--- src/rtl/chan_pack_pkg.sv ---
`timescale 1ns/1ps
package chan_pack_pkg;

  // Smallest power of two not below n (n >= 1).
  function automatic int pow2_ceil(input int n);
    int p;
    p = 1;
    for (int i = 0; i < 31; i++) begin
      if (p < n) p = p * 2;
    end
    return p;
  endfunction

  // Bits needed to count 0..n inclusive.
  function automatic int count_bits(input int n);
    return (n < 1) ? 1 : $clog2(n + 1);
  endfunction

endpackage

--- src/rtl/chan_shuffle.sv ---
`timescale 1ns/1ps
// Pure wiring: channel-grouped input to sample-major lanes, padding
// channels tied to zero and their lane enables held low.
module chan_shuffle #(
  parameter int NUM_CH = 3,
  parameter int CH_P2  = 4,
  parameter int SMP    = 2,
  parameter int SMP_W  = 8,
  localparam int IN_W  = NUM_CH * SMP * SMP_W,
  localparam int LANES = CH_P2 * SMP,
  localparam int OUT_W = LANES * SMP_W
) (
  input  logic [IN_W-1:0]  grp_data,
  input  logic [CH_P2-1:0] ch_mask,
  output logic [OUT_W-1:0] lane_data,
  output logic [LANES-1:0] lane_en
);

  for (genvar h = 0; h < SMP; h++) begin : g_slot
    for (genvar c = 0; c < CH_P2; c++) begin : g_ch
      localparam int DST = h * CH_P2 + c;
      assign lane_en[DST] = ch_mask[c];
      if (c < NUM_CH) begin : g_real
        assign lane_data[DST*SMP_W +: SMP_W] = grp_data[(c*SMP + h)*SMP_W +: SMP_W];
      end else begin : g_pad
        assign lane_data[DST*SMP_W +: SMP_W] = '0;
      end
    end
  end

endmodule

--- src/rtl/lane_compactor.sv ---
`timescale 1ns/1ps
// Moves enabled lanes down to the low end, keeping their order, and
// reports how many there are.
module lane_compactor #(
  parameter int LANES = 8,
  parameter int SMP_W = 8,
  localparam int DW   = LANES * SMP_W,
  localparam int CW   = chan_pack_pkg::count_bits(LANES)
) (
  input  logic [DW-1:0]    lane_data,
  input  logic [LANES-1:0] lane_en,
  output logic [DW-1:0]    dense_data,
  output logic [CW-1:0]    dense_cnt
);

  always_comb begin
    int pos;
    pos        = 0;
    dense_data = '0;
    for (int i = 0; i < LANES; i++) begin
      if (lane_en[i]) begin
        dense_data[pos*SMP_W +: SMP_W] = lane_data[i*SMP_W +: SMP_W];
        pos = pos + 1;
      end
    end
    dense_cnt = CW'(pos);
  end

endmodule

--- src/rtl/pack_accum.sv ---
`timescale 1ns/1ps
// Accumulates dense sample groups and emits full words.
module pack_accum #(
  parameter int LANES = 8,
  parameter int SMP_W = 8,
  localparam int DW   = LANES * SMP_W,
  localparam int CW   = chan_pack_pkg::count_bits(LANES)
) (
  input  logic          clk,
  input  logic          rst_n,
  input  logic          wr_in,
  input  logic [DW-1:0] dense_data,
  input  logic [CW-1:0] dense_cnt,
  output logic          word_vld,
  output logic          word_sync,
  output logic [DW-1:0] word_data
);

  localparam logic [CW:0] LANES_V = (CW+1)'(LANES);

  logic [DW-1:0]   acc_q, acc_d;
  logic [CW-1:0]   fill_q, fill_d;
  logic            vld_q, vld_d;
  logic            sync_q, sync_d;
  logic            first_q, first_d;
  logic [DW-1:0]   dout_q, dout_d;
  logic [2*DW-1:0] merged;
  logic [CW:0]     sum;
  logic            full;

  // Place the new samples directly above the stored ones.
  always_comb begin
    merged = '0;
    for (int j = 0; j < 2 * LANES; j++) begin
      if (j < int'(fill_q)) begin
        merged[j*SMP_W +: SMP_W] = acc_q[j*SMP_W +: SMP_W];
      end else if ((j - int'(fill_q)) < int'(dense_cnt)) begin
        merged[j*SMP_W +: SMP_W] = dense_data[(j - int'(fill_q))*SMP_W +: SMP_W];
      end
    end
  end

  assign sum  = {1'b0, fill_q} + {1'b0, dense_cnt};
  assign full = (sum >= LANES_V);

  always_comb begin
    acc_d   = acc_q;
    fill_d  = fill_q;
    dout_d  = dout_q;
    first_d = first_q;
    vld_d   = 1'b0;
    sync_d  = 1'b0;
    if (wr_in) begin
      if (full) begin
        dout_d  = merged[DW-1:0];
        acc_d   = merged[2*DW-1:DW];
        fill_d  = CW'(sum - LANES_V);
        vld_d   = 1'b1;
        sync_d  = first_q;
        first_d = 1'b0;
      end else begin
        acc_d  = merged[DW-1:0];
        fill_d = sum[CW-1:0];
      end
    end
  end

  always_ff @(posedge clk or negedge rst_n) begin
    if (!rst_n) begin
      acc_q   <= '0;
      fill_q  <= '0;
      dout_q  <= '0;
      first_q <= 1'b1;
      vld_q   <= 1'b0;
      sync_q  <= 1'b0;
    end else begin
      vld_q  <= vld_d;
      sync_q <= sync_d;
      if (wr_in) begin
        acc_q   <= acc_d;
        fill_q  <= fill_d;
        first_q <= first_d;
      end
      if (wr_in && full) begin
        dout_q <= dout_d;
      end
    end
  end

  assign word_vld  = vld_q;
  assign word_sync = sync_q;
  assign word_data = dout_q;

  assert_pulse_needs_write_R4: assert property (@(posedge clk) disable iff (!rst_n)
    vld_q |-> $past(wr_in));
  assert_idle_keeps_fill_R4: assert property (@(posedge clk) disable iff (!rst_n)
    !wr_in |=> $stable(fill_q) && !vld_q);
  assert_data_held_between_words_R5: assert property (@(posedge clk) disable iff (!rst_n)
    !vld_q |-> $stable(dout_q));
  assert_sync_rides_word_R8: assert property (@(posedge clk) disable iff (!rst_n)
    sync_q |-> vld_q);
  assert_sync_only_first_R8: assert property (@(posedge clk) disable iff (!rst_n)
    vld_q |-> !first_q);

endmodule

--- src/rtl/chan_packer.sv ---
`timescale 1ns/1ps
module chan_packer #(
  parameter int  NUM_CH = 4,
  parameter int  SMP    = 1,
  parameter int  SMP_W  = 16,
  localparam int CH_P2  = chan_pack_pkg::pow2_ceil(NUM_CH),
  localparam int LANES  = CH_P2 * SMP,
  localparam int IN_W   = NUM_CH * SMP * SMP_W,
  localparam int OUT_W  = LANES * SMP_W
) (
  input  logic              clk,
  input  logic              rst_n,
  input  logic [NUM_CH-1:0] ch_en,
  input  logic              wr_en,
  input  logic [IN_W-1:0]   ch_data,
  input  logic              dn_overflow,
  output logic              up_overflow,
  output logic              pk_vld,
  output logic              pk_sync,
  output logic [OUT_W-1:0]  pk_data
);

  localparam int CW = chan_pack_pkg::count_bits(LANES);

  logic [1:0]       rst_pipe;
  logic             rst_sync_n;
  logic             cap_q, cap_d;
  logic [CH_P2-1:0] en_pad, en_q, en_d, mask_eff;
  logic [OUT_W-1:0] lane_data, dense_data;
  logic [LANES-1:0] lane_en;
  logic [CW-1:0]    dense_cnt;

  // Asynchronous assert, synchronous release.
  always_ff @(posedge clk or negedge rst_n) begin
    if (!rst_n) rst_pipe <= '0;
    else        rst_pipe <= {rst_pipe[0], 1'b1};
  end
  assign rst_sync_n = rst_pipe[1];

  always_comb begin
    en_pad             = '0;
    en_pad[NUM_CH-1:0] = ch_en;
  end

  // Mask capture on the first working clock.
  always_comb begin
    cap_d = 1'b1;
    en_d  = cap_q ? en_q : en_pad;
  end

  always_ff @(posedge clk or negedge rst_sync_n) begin
    if (!rst_sync_n) begin
      cap_q <= 1'b0;
      en_q  <= '0;
    end else begin
      cap_q <= cap_d;
      if (!cap_q) en_q <= en_d;
    end
  end

  assign mask_eff = cap_q ? en_q : en_pad;

  chan_shuffle #(
    .NUM_CH(NUM_CH), .CH_P2(CH_P2), .SMP(SMP), .SMP_W(SMP_W)
  ) u_shuffle (
    .grp_data (ch_data),
    .ch_mask  (mask_eff),
    .lane_data(lane_data),
    .lane_en  (lane_en)
  );

  lane_compactor #(.LANES(LANES), .SMP_W(SMP_W)) u_compact (
    .lane_data (lane_data),
    .lane_en   (lane_en),
    .dense_data(dense_data),
    .dense_cnt (dense_cnt)
  );

  pack_accum #(.LANES(LANES), .SMP_W(SMP_W)) u_accum (
    .clk       (clk),
    .rst_n     (rst_sync_n),
    .wr_in     (wr_en),
    .dense_data(dense_data),
    .dense_cnt (dense_cnt),
    .word_vld  (pk_vld),
    .word_sync (pk_sync),
    .word_data (pk_data)
  );

  assign up_overflow = dn_overflow;

  assert_mask_frozen_R9: assert property (@(posedge clk) disable iff (!rst_sync_n)
    cap_q |=> $stable(en_q));
  assert_full_mask_every_beat_R10: assert property (@(posedge clk) disable iff (!rst_sync_n)
    (mask_eff == {CH_P2{1'b1}} && wr_en) |=> pk_vld);
  assert_empty_mask_silent_R11: assert property (@(posedge clk) disable iff (!rst_sync_n)
    (cap_q && en_q == '0) |-> !pk_vld);
  assert_pad_lanes_off_R7: assert property (@(posedge clk) disable iff (!rst_sync_n)
    dense_cnt <= CW'($countones(en_pad[NUM_CH-1:0]) * SMP) || cap_q);

endmodule

--- config.mk ---
export PLATFORM = sky130hd
export DESIGN_NAME = chan_packer
export DESIGN_NICKNAME = d
export VERILOG_FILES = /design/src/rtl/chan_pack_pkg.sv /design/src/rtl/chan_shuffle.sv /design/src/rtl/lane_compactor.sv /design/src/rtl/pack_accum.sv /design/src/rtl/chan_packer.sv
export SDC_FILE = /design/constraint.sdc
export NUM_CORES = 1
export LEC_CHECK = 0
export BUFFER_PORTS_ARGS = -buffer_cell sky130_fd_sc_hd__buf_2
export CORE_MARGIN = 4
export CORE_UTILIZATION = 55
export CTS_CLUSTER_SIZE = 25
export DETAILED_ROUTE_END_ITERATION = 7
export PLACE_DENSITY = 0.77
export REMOVE_ABC_BUFFERS = 1
export SLEW_MARGIN = 0
export SYNTH_ARGS = -nofsm -noshare
export SYNTH_HDL_FRONTEND = slang
export SYNTH_SLANG_ARGS = --single-unit
--- constraint.sdc ---
create_clock -name clk -period 5.9 [get_ports clk]
set_input_delay 0.295 -clock clk [delete_from_list [all_inputs] [get_ports clk]]
set_output_delay 0.295 -clock clk [all_outputs]
set_load 0.005 [all_outputs]
# After elaboration in Yosys (flattened, before gate mapping)
# Index checks and enable logic that the tools add are counted.
# classes
n_reduce_logical	3
shifts	14
muxes	33
add_sub_neg	16
magnitude_cmp	16
# op_table
op	count
$shiftx A64 B32 Y16	8
$lt A32 B4 Y1	8
$mux W16	16
$mux W64	4
$bwmux W64	3
$shift A16 B33 Y64 const A	3
$shiftx A16 B33 Y64	3
$neg A32 Y33	2
$neg A5 Y33	1
$mux W28	1
$sub A3 B3 Y4 const A	4
$lt A3 B3 Y1 const A	3
$sub A1 B3 Y4 const A	2
$sub A2 B3 Y4 const A	2
$lt A1 B3 Y1 const A	2
$lt A2 B3 Y1 const A	2
$mux W3	2
$mux W1	5
$add A3 B3 Y4	1
$ge A4 B3 Y1 const B	1
$mux W4	1
$add A2 B1 Y3 const B	1
$add A3 B2 Y3 const B	1
$reduce_and A3 Y1	1
other kinds (5)	5
# word_totals
out_inout_bits	67
input_bits	72
ff_bits	141

# Longest topological paths before layout
# Gate-level depths: netlist of run 1.
# logic_depth
depth_word	14
ltp_mapped	19
mapped_depth_nobuf	15

# Cells and area by module
# From an unflattened synthesis of run 1, not the netlist that was laid out.
# unflattened
cells_unflattened	1162
hier_area_um2	11115.7
# by_module_without_submodules
module	area_each_um2	instances	seq_area_each_um2	cells_each
pack_accum	8424.3	1	3354.5	799
lane_compactor	1949.4	1	0.0	282
chan_shuffle	510.5	1	0.0	68
chan_packer	231.5	1	175.2	13

# Worst setup path after synthesis of run 1
# Ideal clock, no wire load.
# synth_timing
path_type	flip-flop to flip-flop
from	register cap_q
to	register u_accum.dout_q[37], in the netlist u_accum.word_data[37]
arrival_time_ps	4426
stages_incl_launch_ff	17
n_path_buf	5
path_slack_ps	1339
cell_sequence	dfrtp_1 -> buf_6 -> mux2i_4 -> clkbuf_1 -> fa_1 -> ha_1 -> nand2_1 -> a21boi_0 -> ha_1 -> a211o_1 -> o221ai_1 -> clkbuf_1 -> clkbuf_1 -> clkbuf_1 -> nor3b_1 -> a21oi_1 -> o21ai_0
# synth_between
elab_chain_cells	13
# synth_rtl
item	line_no	rtl
start, declared	chan_packer.sv:27	logic cap_q, cap_d;
start signal, assigned	chan_packer.sv:56	cap_q <= cap_d;
$mux W4 *	chan_packer.sv:61	assign mask_eff = cap_q ? en_q : en_pad;
$mux W1	lane_compactor.sv:21	if (lane_en[i]) begin
$add A1 B1 Y2 or $neg A5 Y33 (tied branches)	lane_compactor.sv:23, lane_compactor.sv:22	
$mux W2, or another cell as far along	lane_compactor.sv:21	
$add A2 B1 Y3, or another cell as far along	lane_compactor.sv:23	pos = pos + 1;
$mux W28, or another cell as far along	lane_compactor.sv:21	
$neg A32 Y33 or $bwmux W64 (tied branches)	lane_compactor.sv:22	dense_data[pos*SMP_W +: SMP_W] = lane_data[i*SMP_W +: SMP_W];
$shiftx A16 B33 Y64, or another cell as far along	lane_compactor.sv:22	
$bwmux W64	lane_compactor.sv:22	
$mux W64	lane_compactor.sv:21	
$shiftx A64 B32 Y16	pack_accum.sv:38	merged[j*SMP_W +: SMP_W] = dense_data[(j - int'(fill_q))*SMP_W +: SMP_W];
$mux W16	pack_accum.sv:37	end else if ((j - int'(fill_q)) < int'(dense_cnt)) begin
$mux W16	pack_accum.sv:35	if (j < int'(fill_q)) begin
end signal, assigned	pack_accum.sv:85	dout_q <= dout_d;
end, declared	pack_accum.sv:26	logic [DW-1:0] dout_q, dout_d;
# Mark *: on every way between the ends. The rest lies on a longest branch, timed or not.
# A chain may end at the register's enable or synchronous reset.

# Worst setup path after layout of run 1
# layout_timing
from	register cap_q
to	register u_accum.acc_q[15]
# layout_between
elab_chain_cells	14
# layout_rtl
item	line_no	rtl
$mux W4 *	chan_packer.sv:61	
$mux W1	lane_compactor.sv:21	
$add A1 B1 Y2 or $neg A5 Y33 (tied branches)	lane_compactor.sv:23, lane_compactor.sv:22	
$mux W2, or another cell as far along	lane_compactor.sv:21	
$add A2 B1 Y3, or another cell as far along	lane_compactor.sv:23	
$mux W28, or another cell as far along	lane_compactor.sv:21	
$neg A32 Y33 or $bwmux W64 (tied branches)	lane_compactor.sv:22	
$shiftx A16 B33 Y64, or another cell as far along	lane_compactor.sv:22	
$bwmux W64	lane_compactor.sv:22	
$mux W64	lane_compactor.sv:21	
$shiftx A64 B32 Y16	pack_accum.sv:38	
$mux W16	pack_accum.sv:37	
$mux W16	pack_accum.sv:35	
$mux W64 *	pack_accum.sv:54	if (full) begin
end signal, assigned	pack_accum.sv:70	acc_q <= '0;
end signal, assigned	pack_accum.sv:80	acc_q <= acc_d;
end, declared	pack_accum.sv:21	logic [DW-1:0] acc_q, acc_d;
# Mark *: on every way between the ends. The rest lies on a longest branch, timed or not. The select of a mux whose other input is x is not followed.

==> flow_metrics.py, run 1 <==
metrics = {
    "worst_hold_path": {
        "hold_path_class": "in2async",
    },
    "critical_path": {
        "critPathKind": "reg2reg",
        "critPathSlowestCell": "nor3_1",
        "cp_data_arrival_time_ps": 5740,
        "r2r_end": "u_accum.acc_q[15]",
        "critPathMaxStageDelay_ps": 850,
        "cp-start-kind": "flip-flop",
        "critPathMaxFanout": 24,
        "crit_path_end_kind": "flip-flop",
        "r2r_cells": 15,
        "cp.required_ps": 6260,
        "cp_cell_sequence": "mux2_4, inv_6, fa_1, inv_1, ha_1, nand2_1, xor2_1, inv_1, ha_1, or2_2, o221ai_4, nor3_1, o2bb2ai_1, a22oi_1, nand2_1",
        "r2r_start": "cap_q",
        "ff2ff_setup_slack_ps": 520,
    },
    "synth": {
        "synth_top_area_cell": "dfrtp_1",
        "synth_edf_count": 0,
        "avgSynthCellArea_um2": 9.16,
        "synth.distinct_cells": 82,
        "syn_inst": 1090,
        "async_flop_share_pct": 100,
        "synth_area_leaders": "dfrtp_1 (35%), ha_1 (4.5%), mux2i_1 (4.5%)",
        "synth_top_area_share_pct": 35.1,
        "synth_compound_area_share_pct": 30.1,
        "synth_fa_ha_area_share_pct": 4.91,
        "yosys.area_share.simple_pct": 15.9,
        "ys_warn_count": 0,
        "muxShareOfSynthArea_pct": 8.03,
        "netlist_area_mm2": 0.00999,
        "synth_xor_area_share_pct": 0.175,
        "ys_seq_elements": 141,
        "yosysSeqAreaShare_pct": 35.3,
        "synth_ff_type": "dfrtp_1",
        "synth_top_family_by_area": "compound AO/OA/AOI/OAI gates",
    },
    "timing": {
        "holdWs_ps": 175,
        "slew_viol_final": 0,
        "finalCritPeriodShare_pct": 91.2,
        "worst_pin_slew_ps": 1200,
        "relSlewSlack_pct": 19.9,
        "setup_viol": 0,
        "hold_violations": 0,
        "fin_skew_ps": 9.30,
        "fin_crit_ps": 5380,
        "rsz0062_at_grt": "false",
        "fmax_ghz": 0.186,
    },
    "final_layout": {
        "finish.utilization_pct": 63.4,
        "final_common_cell": "dfrtp_1",
        "layout-drive-gt1-share_pct": 21.8,
        "syn_to_final_growth_pct": 13.5,
        "fin_nets": 1292,
        "fillers": 1551,
        "fin_cells": 1425,
        "mostFrequentLayoutCells": "dfrtp_1 (138), buf_2 (136), o21ai_0 (80)",
    },
    "clocking": {
        "cts_sinks": 141,
        "cts_resized": 0,
        "htreeDepth": 4,
        "cts.clk_slew.worst_paths_ps": 60,
        "cts_tree": "built",
        "cts-root-buf": "clkbuf_16",
        "numCtsBuffers": 17,
        "cts.path.max_buffers": 2,
        "clk-insertion-delay-late_ps": 430,
    },
    "power": {
        "p_per_area_mw_per_mm2": 476,
        "vdd_drop_max_uv": 284,
        "p_int_mw": 2.92,
        "p_sw_share_pct": 45.8,
        "p_sw_mw": 2.48,
        "p_leak_nw": 5.01,
        "p_clk_share_pct": 19.1,
        "power_frac_comb_pct": 53.8,
        "p_seq_share_pct": 27.2,
    },
    "drt": {
        "vias": 9895,
        "drt_first_pass_iters": 7,
        "drc": 0,
        "drt-initial-drc-count": 1272,
        "antenna_left": 0,
        "totalWireLength_um": 33100,
        "detail_route.vias_per_cell": 6.94,
        "detail_route.wl_per_cell_um": 23.2,
    },
    "global_route": {
        "grt_usage_pct": 32.8,
        "antenna_found_initial": 1,
        "overflow": 0,
        "grt_pass1_wl_um": 52300,
        "grt_pass1_vias": 9726,
        "grt_max_degree": 74,
    },
    "outcome": {
        "status": "completed",
    },
    "flow_run": {
        "maxCapViolations": 0,
    },
    "floorplanning": {
        "die_area_mm2": 0.0204,
        "start_util_pct": 55.8,
        "die_h_um": 143,
        "coreArea_mm2": 0.0179,
        "num_rows": 49,
        "io_pins": 139,
        "die_w_um": 143,
    },
    "placed_design": {
        "dp_hpwl_um": 22400,
        "place_congestion": 0.989,
        "port_buffers": 136,
        "place_inst": 1391,
    },
}
-- state kept, by name (all words and copies together) (netlist names) --
| signal | flops |
|---|---|
| u_accum.word_vld | 1 |
| u_accum.fill_q | 3 |
| u_accum.first_q | 1 |
| cap_q | 1 |
| u_accum.word_sync | 1 |
| en_q | 4 |
| u_accum.acc_q | 64 |
| rst_pipe | 2 |
| u_accum.word_data | 64 |
-- critical path: cells and delay by family (launching register included) --
kind | cells | cell delay (ps)
adder cells (fa/ha/maj) | 3 | 1240
buffers and inverters | 3 | 470
AO/OA/AOI/OAI | 3 | 920
AND/OR/NAND/NOR | 4 | 1210
XOR/XNOR | 1 | 350
flip-flops | 1 | 630
multiplexers | 1 | 460
-- how the worst max path moves through the flow --
stage	to	from	cells past startpoint	slack, ps
after global routing	u_accum.acc_q[15]	cap_q	14	160
after detailed placement	u_accum.acc_q[14]	cap_q	16	590
final	u_accum.acc_q[15]	cap_q	15	520
after CTS	u_accum.acc_q[14]	cap_q	16	580
after floorplan	u_accum.word_data[50]	cap_q	13	-4080
after global placement	u_accum.acc_q[6]	cap_q	14	800
-- cell type report --
class	instances	area (um2)	share of cell area, %
Timing Repair Buffer	168	923	8.14
Clock buffer	20	437	3.85
Sequential cell	141	3530	31.2
Multi-Input combinational cell	829	5950	52.4
Inverter	25	98.8	0.871
Tap cell	229	287	2.53
Clock inverter	12	114	1.00
Antenna cell	1	2.50	0.0221
-- layer usage --
metal  vias up  global-route usage (%)  routed length [um]
met5         -                       0                   0
met4         0                    19.9                1960
met3       137                    6.80                3460
met2       666                    49.8               14900
met1      4719                    43.3               12800
li1       4373                       -                   -
-- power by group through the flow --
stage / registers, mW / logic [mW] / clock network, mW
3_3_place_gp: 1.47 / 2.79 / 0
5_1_grt: 1.50 / 3.15 / 1.08
2_1_floorplan: 1.53 / 1.78 / 0
4_1_cts: 1.46 / 2.85 / 1.04
3_5_place_dp: 1.48 / 2.84 / 0
6_report: 1.47 / 2.90 / 1.03
-- cell usage after synthesis, types with 6 or more instances --
master,n
dfrtp_1,140
o21ai_0,80
a21oi_1,77
nand2_1,66
nor2_1,64
clkbuf_1,63
mux2i_1,45
o21ai_1,42
nor3b_1,40
ha_1,36
nor3_1,29
mux2_2,22
nand3_1,22
a22o_1,19
a22oi_1,19
inv_1,19
a221oi_1,17
and2_1,17
and3_1,17
a211oi_1,15
a32o_1,15
o311a_1,15
o31ai_1,15
o32ai_1,15
a221o_1,13
buf_2,13
a32oi_1,12
o22ai_1,11
nor2b_1,10
buf_1,9
buf_6,9
a221oi_2,8
o32ai_2,6
or3_1,6
-- repair_timing --
| item | 4_1_cts | 5_1_grt |
|---|---|---|
| hold buffers | 1 | 0 |
| hold endpoints to repair | 2 | 0 |
| buffers inserted | 0 | 0 |
-- cells by family (layout without fill, tap and decap cells) --
family,count (synthesis),after routing
AO/OA/AOI/OAI,418,418
AND/OR/NAND/NOR,296,296
flip-flops,141,141
buffers and inverters,121,225
multiplexers,73,73
adder cells (fa/ha/maj),38,38
XOR/XNOR,2,2
other,1,3
-- metrics by stage --
stage               area (um2)  setup TNS (ps)  power, mW  worst slack (ps)
floorplan                 9540         -286420       3.31             -4080
global placement         10800               0       4.25               800
detailed placement       10800               0       4.31               592
CTS                      11300               0       5.35               582
global route             11300               0       5.73               163
finish                   11300               0       5.40               522
Power figures use the tool's default switching activity.
==> inputs of run 2 (changes only) <==
- BUFFER_PORTS_ARGS: -buffer_cell sky130_fd_sc_hd__buf_2 -> default
- DONT_BUFFER_PORTS: default -> 1
- PLACE_DENSITY: 0.77 -> 0.7
==> run 2 against run 1 <==
  * Sequential share of layout area increased by 1.8 points
  * Largest power group unchanged
  * Critical endpoint is now u_accum.acc_q[5]
  * First-iteration DRC count decreased by 12%
  * Die area stayed put
  * Highest routed layer unchanged
==> flow_metrics.py, run 2 (synthesis gave the netlist of run 1 again) <==
metrics = {
    "final_layout": {
        "final_common_cell": "dfrtp_1",
        "mostFrequentLayoutCells": "dfrtp_1 (138), o21ai_0 (80), a21oi_1 (77)",
        "final_area_mm2": 0.0107,
        "layout-drive-gt1-share_pct": 12.3,
        "syn_to_final_growth_pct": 7.30,
        "diodes": 0,
        "fillers": 1546,
        "fin_nets": 1159,
    },
    "placed_design": {
        "place_congestion": 0.972,
        "post_dp_cell_area_mm2": 0.0101,
        "port_buffers": 0,
        "dp_hpwl_um": 22300,
    },
    "floorplanning": {
        "die_h_um": 143,
        "die_area_mm2": 0.0204,
        "start_util_pct": 55.8,
        "num_rows": 49,
        "coreArea_mm2": 0.0179,
        "io_pins": 139,
        "die_w_um": 143,
    },
    "power": {
        "power_frac_comb_pct": 51.1,
        "p_seq_share_pct": 28.4,
        "p_leak_nw": 4.43,
        "p_sw_share_pct": 46.4,
        "p_int_mw": 2.84,
        "p_sw_mw": 2.46,
        "p_clk_share_pct": 20.5,
        "vdd_drop_max_uv": 309,
        "p_per_area_mw_per_mm2": 495,
    },
    "timing": {
        "finalCritPeriodShare_pct": 89.1,
        "hold_violations": 0,
        "relSlewSlack_pct": 23.2,
        "fin_crit_ps": 5260,
        "rsz0062_at_grt": "false",
        "worst_pin_slew_ps": 1150,
        "tns_ps": 0,
        "slew_viol_final": 0,
        "setup_viol": 0,
        "fin_skew_ps": 8.35,
        "fmax_ghz": 0.190,
    },
    "worst_hold_path": {
        "worstHoldStart": "wr_en",
        "hold_path_class": "in2reg",
    },
    "drt": {
        "detail_route.wl_per_cell_um": 25.6,
        "vias": 9177,
        "antenna_left": 0,
        "totalWireLength_um": 33000,
        "drt_first_pass_iters": 7,
        "detail_route.vias_per_cell": 7.11,
        "drc": 0,
        "drt-initial-drc-count": 1121,
    },
    "clocking": {
        "cts.path.max_buffers": 2,
        "numCtsBuffers": 17,
        "cts_tree": "built",
        "cts.clk_slew.worst_paths_ps": 70,
        "clk-insertion-delay-late_ps": 440,
        "htreeDepth": 4,
        "postCtsSetupRepairBufs": 0,
        "cts_sinks": 141,
        "cts-root-buf": "clkbuf_16",
    },
    "global_route": {
        "overflow": 0,
        "grt_usage_pct": 32.3,
        "antenna_found_initial": 0,
        "grt_pass1_wl_um": 51000,
        "grt_max_degree": 76,
        "grt_pass1_vias": 8736,
    },
    "critical_path": {
        "cp-start-kind": "flip-flop",
        "cp_top_family": "compound AO/OA/AOI/OAI gates",
        "critPathKind": "reg2reg",
        "cp-startpoint": "cap_q",
        "crit_path_end_kind": "flip-flop",
        "path_buf_inv": 3,
        "cp_data_arrival_time_ps": 5630,
        "critPathMaxFanout": 24,
        "cp.required_ps": 6270,
        "r2r_start": "cap_q",
        "critPathSlowestCell": "o2bb2ai_1",
        "critPathMaxStageDelay_ps": 940,
        "cp_cell_sequence": "mux2_4, inv_6, fa_1, inv_1, ha_1, nand2_1, xor2_1, inv_1, ha_1, or2_2, o22ai_1, o2111ai_1, o2bb2ai_1, a22oi_1, nand2_1",
    },
    "flow_run": {
        "maxCapViolations": 0,
    },
    "outcome": {
        "status": "completed",
    },
}
-- run 2: cell count changes in the layout (fill, tap and decap cells not counted), moves of 2 or more --
cell	previous run	this run
clkbuf_1	3	0
inv_6	5	8
inv_8	0	2
buf_2	136	0
clkinvlp_4	4	1
buf_4	31	33
-- run 2: path summary, 6_finish.rpt --
check                                    end  slack [ps]  cells after the start
setup / recovery            u_accum.acc_q[5]         640                     15
hold / removal             u_accum.word_sync          30                      1
setup reg to reg            u_accum.acc_q[5]         640                     15
hold reg to reg                  rst_pipe[1]         360                      0
max in group asynchronous  u_accum.fill_q[0]        3930                      1
min in group asynchronous        rst_pipe[1]          80                      1
-- run 2: what timing repair did --
action	4_1_cts	5_1_grt
gates resized for setup	0	0
endpoints found under the hold margin	4	0
hold buffers	2	0
-- run 2: worst reg2reg max path, cell delays in order (launching register included) --
cell and delay [ps]:
dfrtp_1 620, mux2_4 460, inv_6 80, fa_1 620
inv_1 140, ha_1 210, nand2_1 60, xor2_1 330
inv_1 250, ha_1 380, or2_2 340, o22ai_1 200
o2111ai_1 170, o2bb2ai_1 940, a22oi_1 230, nand2_1 140
-- run 2: per-stage QoR --
stage | power [mW] | hold WS (ps) | utilization, % | setup WS (ps) | std cells
floorplan | 3.31 | -0.591 | - | -4080 | 995
global placement | 4.12 | -0.546 | 56.5 | 958 | 1257
detailed placement | 4.18 | -0.531 | 56.5 | 790 | 1257
CTS | 5.28 | 11.8 | 59.9 | 748 | 1291
global route | 5.64 | 17.4 | 59.9 | 311 | 1291
finish | 5.31 | 26.1 | 59.9 | 643 | 1291
-- run 2: layout make-up --
type                       instances  area (um2)  area share, %
clock inverter                    14         144           1.34
inverter                          25        98.8          0.922
clock buffer                      18         439           4.10
multi-input combinational        829        5950           55.5
tap                              229         287           2.67
sequential                       141        3530           33.0
timing repair buffer              35         268           2.50
-- run 2: routing by layer --
layer  up-vias  track usage [%]  share of wire, %
met5         -                0                 0
li1       4115                -                 -
met1      4439             42.9                40
met2       539             48.8                46
met3        84             8.54                10
met4         0             15.9               4.6
-- run 2: power groups by stage --
stage               clock network, mW  logic, mW  registers (mW)
finish                           1.09       2.71            1.51
detailed placement                  0       2.65            1.52
global route                     1.15       2.94            1.55
CTS                              1.10       2.67            1.51
floorplan                           0       1.78            1.53
global placement                    0       2.60            1.51
